### src/rtl/ddr2i_pkg.sv
package ddr2i_pkg;

  typedef enum logic [1:0] {K_NOP, K_PRE, K_MODE} cmd_kind_t;
  typedef enum logic [1:0] {S_SETTLE, S_CMD, S_GAP, S_DONE} seq_state_t;

  localparam int MODE_W = 13;
  localparam logic [MODE_W-1:0] EXT_MODE_WORD = '0;

  // Limit the programmed CAS latency to the supported window 2..5.
  function automatic logic [2:0] clamp_cl(input logic [2:0] cl);
    if (cl < 3'd2)      return 3'd2;
    else if (cl > 3'd5) return 3'd5;
    else                return cl;
  endfunction

  // Main mode word: burst of eight, sequential, latency field in [6:4].
  function automatic logic [MODE_W-1:0] main_mode_word(input logic [2:0] cl);
    return {6'b0, clamp_cl(cl), 1'b0, 3'b011};
  endfunction

endpackage

### src/rtl/ddr2i_timer.sv
module ddr2i_timer #(
  parameter int W = 16
) (
  input  logic         clk,
  input  logic         rst_n,
  input  logic         clear,
  input  logic [W-1:0] limit,
  output logic         last
);
  logic [W-1:0] cnt;
  logic [W:0]   cnt_inc;

  assign cnt_inc = {1'b0, cnt} + {{W{1'b0}}, 1'b1};
  assign last    = cnt_inc >= {1'b0, limit};

  always_ff @(posedge clk or negedge rst_n) begin
    if (!rst_n)     cnt <= '0;
    else if (clear) cnt <= '0;
    else            cnt <= cnt_inc[W-1:0];
  end
endmodule

### src/rtl/ddr2i_cmd_enc.sv
module ddr2i_cmd_enc
  import ddr2i_pkg::*;
#(
  parameter int ADDR_W = 14,
  parameter int BA_W   = 3
) (
  input  cmd_kind_t          kind,
  input  logic               target_ext,
  input  logic [MODE_W-1:0]  word,
  output logic               cs_n,
  output logic               ras_n,
  output logic               cas_n,
  output logic               we_n,
  output logic [BA_W-1:0]    ba,
  output logic [ADDR_W-1:0]  addr
);
  always_comb begin
    cs_n  = 1'b0;
    ras_n = 1'b1;
    cas_n = 1'b1;
    we_n  = 1'b1;
    ba    = '0;
    addr  = '0;
    case (kind)
      K_PRE: begin
        ras_n    = 1'b0;
        we_n     = 1'b0;
        addr[10] = 1'b1;
      end
      K_MODE: begin
        ras_n            = 1'b0;
        cas_n            = 1'b0;
        we_n             = 1'b0;
        ba[0]            = target_ext;
        addr[MODE_W-1:0] = word;
      end
      default: ;
    endcase
  end
endmodule

### src/rtl/ddr2_init_seq.sv
module ddr2_init_seq
  import ddr2i_pkg::*;
#(
  parameter int SETTLE_W = 16,
  parameter int GAP_W    = 8,
  parameter int ADDR_W   = 14,
  parameter int BA_W     = 3
) (
  input  logic                clk,
  input  logic                rst_n,
  input  logic [2:0]          cfg_cas_lat,
  input  logic [SETTLE_W-1:0] cfg_settle_cycles,
  input  logic [GAP_W-1:0]    cfg_gap_cycles,
  output logic                sd_cke,
  output logic                sd_cs_n,
  output logic                sd_ras_n,
  output logic                sd_cas_n,
  output logic                sd_we_n,
  output logic [BA_W-1:0]     sd_ba,
  output logic [ADDR_W-1:0]   sd_addr,
  output logic                init_ready
);
  localparam int CW = (SETTLE_W > GAP_W) ? SETTLE_W : GAP_W;
  localparam logic [1:0] LAST_STEP = 2'd3;

  seq_state_t state, state_nxt;
  logic [1:0] step, step_nxt;
  logic       tmr_clear, tmr_last;
  logic [CW-1:0] tmr_limit;
  logic       gap_zero;

  // named events for the checker
  logic evt_pre, evt_mode, target_ext;
  cmd_kind_t kind;
  logic [MODE_W-1:0] word;

  assign gap_zero  = (cfg_gap_cycles == '0);
  assign tmr_limit = (state == S_SETTLE) ? CW'(cfg_settle_cycles) : CW'(cfg_gap_cycles);

  always_comb begin
    state_nxt = state;
    step_nxt  = step;
    case (state)
      S_SETTLE: if (tmr_last) state_nxt = S_CMD;
      S_CMD: begin
        if (!gap_zero)              state_nxt = S_GAP;
        else if (step == LAST_STEP) state_nxt = S_DONE;
        else                        step_nxt  = step + 2'd1;
      end
      S_GAP: if (tmr_last) begin
        if (step == LAST_STEP) state_nxt = S_DONE;
        else begin
          state_nxt = S_CMD;
          step_nxt  = step + 2'd1;
        end
      end
      default: ;
    endcase
  end

  assign tmr_clear = (state_nxt != state) || (state == S_CMD) || (state == S_DONE);

  always_ff @(posedge clk or negedge rst_n) begin
    if (!rst_n) begin
      state <= S_SETTLE;
      step  <= '0;
    end else begin
      state <= state_nxt;
      step  <= step_nxt;
    end
  end

  ddr2i_timer #(.W(CW)) u_tmr (
    .clk   (clk),
    .rst_n (rst_n),
    .clear (tmr_clear),
    .limit (tmr_limit),
    .last  (tmr_last)
  );

  // even steps precharge, odd steps write a mode register; step 1 is extended
  assign evt_pre    = (state == S_CMD) && !step[0];
  assign evt_mode   = (state == S_CMD) &&  step[0];
  assign target_ext = (step == 2'd1);
  assign kind       = evt_mode ? K_MODE : (evt_pre ? K_PRE : K_NOP);
  assign word       = target_ext ? EXT_MODE_WORD : main_mode_word(cfg_cas_lat);

  ddr2i_cmd_enc #(.ADDR_W(ADDR_W), .BA_W(BA_W)) u_enc (
    .kind       (kind),
    .target_ext (target_ext),
    .word       (word),
    .cs_n       (sd_cs_n),
    .ras_n      (sd_ras_n),
    .cas_n      (sd_cas_n),
    .we_n       (sd_we_n),
    .ba         (sd_ba),
    .addr       (sd_addr)
  );

  assign sd_cke     = (state != S_SETTLE);
  assign init_ready = (state == S_DONE);

endmodule

### config.mk
export PLATFORM = sky130hd
export DESIGN_NAME = ddr2_init_seq
export DESIGN_NICKNAME = d
export VERILOG_FILES = /design/src/rtl/ddr2i_pkg.sv /design/src/rtl/ddr2i_timer.sv /design/src/rtl/ddr2i_cmd_enc.sv /design/src/rtl/ddr2_init_seq.sv
export SDC_FILE = /design/constraint.sdc
export NUM_CORES = 1
export LEC_CHECK = 0
export ABC_AREA = 1
export BUFFER_PORTS_ARGS = -buffer_cell sky130_fd_sc_hd__buf_4
export CAP_MARGIN = 10
export CORE_AREA = 2 2 63 65
export DETAILED_ROUTE_END_ITERATION = 10
export DIE_AREA = 0 0 65 67
export GPL_ROUTABILITY_DRIVEN = 0
export PLACE_DENSITY = 0.87
export SLEW_MARGIN = 20
export SYNTH_ARGS = -nofsm -noshare
export SYNTH_HDL_FRONTEND = slang
export SYNTH_SLANG_ARGS = --single-unit
export TNS_END_PERCENT = 5
### constraint.sdc
create_clock -name clk -period 5.85 [get_ports clk]
set_clock_uncertainty 0.05 [all_clocks]
set_input_delay 1.755 -clock clk [delete_from_list [all_inputs] [get_ports clk]]
set_output_delay 1.755 -clock clk [all_outputs]
set_load 0.02 [all_outputs]
# --- Word level (Yosys, flattened, before mapping) ---
# Cells that the tools add are included.
classes:
  mux: 22
  eq_ne: 10
  multipliers: 0
  n_bitwise: 0
  addsub: 2
  shift: 0
  div: 0
  reduce_logical: 11
  n_lt_le_gt_ge: 3
ops:
  columns: ["op", "n"]
  rows:
  - ["16-bit two-way mux", 2]
  - ["2-bit two-way mux", 9]
  - ["16-bit by 1-bit adder with 17-bit output (second input constant)", 1]
  - ["17-bit by 16-bit greater-or-equal comparator with 1-bit output", 1]
  - ["7-bit two-way mux", 2]
  - ["2-bit == test (second input constant)", 4]
  - ["8-bit zero test", 1]
  - ["2-bit by 1-bit == test with 1-bit output (second input constant)", 3]
  - ["3-bit two-way mux", 2]
  - ["2-bit one-hot mux with 3 select lines", 1]
  - ["1-bit two-way mux", 4]
  - ["2-bit != test (second input constant)", 2]
  - ["2-bit one-hot mux with 2 select lines", 1]
  - ["2-bit nonzero test", 2]
  - ["3-bit > comparator (second input constant)", 1]
  - ["3-bit by 2-bit < comparator with 1-bit output (second input constant)", 1]
  - ["3-bit AND reduction", 1]
  - ["2-bit by 1-bit adder with 2-bit output (second input constant)", 1]
  - ["1-bit logical AND", 2]
  - ["2-bit zero test", 1]
  - ["1-bit logical OR", 2]
  - ["2-bit != test", 1]
  - ["1-bit one-hot mux with 2 select lines", 1]
  - ["2-bit OR reduction", 1]
  - ["1-bit zero test", 1]
word_totals:
  wordCells: 51
  mem_bits_rw: 0
  rom_bits: 0
  mem_count: 0
  register_bits: 20
  latch_bits: 0
  out_inout_bits: 23

# --- Logic depth before layout (Yosys ltp) ---
logic_depth:
  ltp_word: 9
  ltp_mapped: 19

# --- Modules after synthesis ---
# From an unflattened synthesis, not the netlist that was laid out.
hier_totals:
  hier_cells: 350
  hier_area_um2: 2175.8
by_module_without_submodules:
  columns: ["module", "cells_each", "area_per_inst_um2", "instances"]
  rows:
  - ["ddr2i_timer", 203, 1372.6, 1]
  - ["ddr2_init_seq", 106, 604.3, 1]
  - ["ddr2i_cmd_enc", 41, 198.9, 1]

# --- Worst setup path before layout ---
# Ideal clock, no wire load.
synth_timing:
  kind: "input port to output port"
  start: "input cfg_cas_lat[2]"
  end: "output sd_addr[4]"
  setup_slack_ps: 1871
  required_ps: 4045
  cell_stages: 2
  t_arrival_ps: 2174
  n_path_buf: 0
  path_cell_list: "o21ai_0 > a21oi_1"
synth_between:
  elab_chain_len: 5
synth_lines:
  columns: ["element", "line", "source"]
  rows:
  - ["start, declared", "ddr2_init_seq.sv:11", "input logic [2:0] cfg_cas_lat,"]
  - ["3-bit > comparator", "ddr2i_pkg.sv:12", "else if (cl > 3'd5) return 3'd5;"]
  - ["3-bit two-way mux", "ddr2i_pkg.sv:12", null]
  - ["3-bit two-way mux (*)", "ddr2i_pkg.sv:11", "if (cl < 3'd2) return 3'd2;"]
  - ["7-bit two-way mux (*)", "ddr2_init_seq.sv:86", "assign word = target_ext ? EXT_MODE_WORD : main_mode_word(cfg_cas_lat);"]
  - ["7-bit two-way mux (*)", "ddr2i_cmd_enc.sv:24", "case (kind)"]
  - ["end, declared", "ddr2_init_seq.sv:20", "output logic [ADDR_W-1:0] sd_addr,"]
# Mark *: on every way between the ends. The rest lies on a longest branch, timed or not.

# --- Final worst setup path ---
# Ends and elaborated chain as after synthesis.

==> flow_metrics.tcl <==
set metrics [dict create \
    outcome "completed" \
    clock_sinks 20 \
    cts_root_buffer "clkbuf_8" \
    synth_top_area_share_pct 25.5 \
    io_buffers 40 \
    antenna_found_initial 0 \
    critPathSlowestCell "buf_4" \
    pin_count 52 \
    dp.cells 358 \
    place_ws_ns 1.77 \
    drv_slew 0 \
    die_area_mm2 0.00436 \
    grt_max_degree 21 \
    clkTransAtPathRegs_ns 0.08 \
    drv_cap 0 \
    wl_per_cell_um 10.9 \
    yosysUniqueCellTypes 29 \
    startpoint_type "primary input" \
    min_period_ns 4.07 \
    core_area_mm2 0.00361 \
    avgSynthCellArea_um2 7.10 \
    crit_type "primary input to primary output" \
    cts_buffer_depth 2 \
    wl_um 3940 \
    place_area_mm2 0.00224 \
    dominantRegCellSynth "dfrtp_1" \
    fin_ws_ns 1.78 \
    synth_common_cells "65 x nand2_1, 47 x inv_1, 31 x nor2_1" \
    async_flop_share_pct 100 \
    yosysMostFrequentCell "nand2_1" \
    cpMostUsedCell "buf_4" \
    grt_pass1_wl_um 6800 \
    setup_tns_ns 0 \
    cp_data_arrival_time_ns 2.27 \
    yosys.area.top_type "dfrtp_1" \
    first_pass_iters 4 \
    ir_worst_vdd_v 0.000284 \
    initial_core_util_pct 54.4 \
    fin_cells 362 \
    seq_area_frac_synth_pct 25.5 \
    grtUsageTotal_pct 20.1 \
    cp-end-kind "primary output" \
    synth_edf_count 0 \
    critical-path-max-stage-delay_ns 0.16 \
    synth.area.top_cells "dfrtp_1 26%, ha_1 15%, nand2_1 12%, inv_1 9.0%, nor2_1 5.9%" \
    num_vias 1740 \
    worstPathCellList "buf_4 -> o21ai_0 -> a21oi_1 -> buf_4" \
    drt-vias-per-instance 4.81 \
    synthCells 276 \
    hold_path_class "flip-flop to flip-flop" \
    synth_warnings 0 \
    htreeDepth 1 \
    nNetsFinal 367 \
    crit_required_ns 4.05 \
    worst_pin_slew_ns 0.502 \
    cellLeakagePower_nw 1.27 \
    first_iter_violations 58 \
    setup_viol 0 \
    cts-buffers-inserted 3 \
    rows 22 \
    clk-insertion-delay-late_ns 0.26 \
    syn_area_mm2 0.00196 \
    route.detailed.drc 0 \
    design_area_mm2 0.00230 \
    cts_hold_buf 0 \
    power.density_mw_per_mm2 382 \
    ctsResizeCount 0 \
    worstPathMaxFanout 4 \
    first_global_vias 1701 \
    area_delta_synth_final_pct 17.2 \
    die_width_um 65 \
    n_antenna_cell 0 \
    post_cts_buffers 0 \
    slew_headroom_pct 66.5 \
    finalCritPeriodShare_pct 69.6 \
    grt_overflow_total 0 \
    hold_viol_final 0 \
    drive_gt1_share_pct 21.0 \
    hold_ws_ns 0.463 \
    ant_nets 0 \
    die_h_um 67 \
    rsz0062_at_grt "false" \
    max_freq_ghz 0.246 \
    cts_tree "yes" \
    dp_hpwl_um 3170 \
    yosys_register_bits 20 \
]
[cells in the final DEF (no fill, tap or decap), drive strengths merged]
cell    count
nor2       43
nand4       7
or2         3
conb       11
nor3        2
ha         23
inv        47
a21oi      10
xor2       12
mux2i       1
o21ai       8
o21a        1
clkbuf      4
nand3b      4
dfrtp      20
a21o        1
o21bai      1
nand3       8
a21boi      1
buf        40
nand2      67
[per-layer routing]
layer	GRT usage [%]	wire (µm)	up-vias
met5	0	0	-
met2	36.9	2020	35
met1	22.8	1710	789
li1	-	-	902
met3	2.20	105	14
met4	10.6	99	0
[report_power, final]
group          internal (mW)  switching, mW  total [mW]
logic                  0.209          0.344       0.552
clock network         0.0600         0.0488       0.109
registers              0.177         0.0393       0.217
total                  0.446          0.432       0.878
[stage by stage]
step	power [mW]	utilization (%)
global route	0.985	63.7
CTS	0.884	63.7
global placement	0.747	62.2
floorplan	0.648	-
finish	0.878	63.7
detailed placement	0.769	62.2
[cell families (layout without fill, tap and decap cells)]
kind of cell	count (synthesis)	in the layout	synth area share (%)
AND/OR/NAND/NOR	134	134	32.3
buffers and inverters	63	91	14.9
adder cells (fa/ha/maj)	23	23	14.7
AO/OA/AOI/OAI	22	22	6.13
flip-flops	20	20	25.5
XOR/XNOR	12	12	5.74
other	1	11	0.191
multiplexers	1	1	0.511
[final timing paths]
path / startpoint / to / slack (ns) / cells after the start
setup reg to reg: flip-flop / u_tmr.cnt[15] / 2.64 / 15
max in group asynchronous: rst_n / u_tmr.cnt[9] / 4.22 / 1
min in group asynchronous: rst_n / u_tmr.cnt[1] / 1.31 / 1
hold / removal: step[1] / step[1] / 0.46 / 2
setup / recovery: cfg_cas_lat[2] / sd_addr[4] / 1.78 / 4
hold reg to reg: step[1] / step[1] / 0.46 / 2
[flip-flops by register name (all words and copies together), names as in the netlist, named ones only]
name and flops:
u_tmr.cnt 16, step 2
[critical path: cells and delay by family]
kind | cells | cell delay, ns
buf+inv | 2 | 0.28
compound gates | 2 | 0.23
[area by class of cell]
cell class	instances	area (µm²)
multi-input combinational	203	1200
timing repair buffer	40	300
fill	321	1310
inverter	47	176
tap	48	60.1
clock buffer	4	55.1
sequential	20	500
Power figures use the tool's default switching activity.
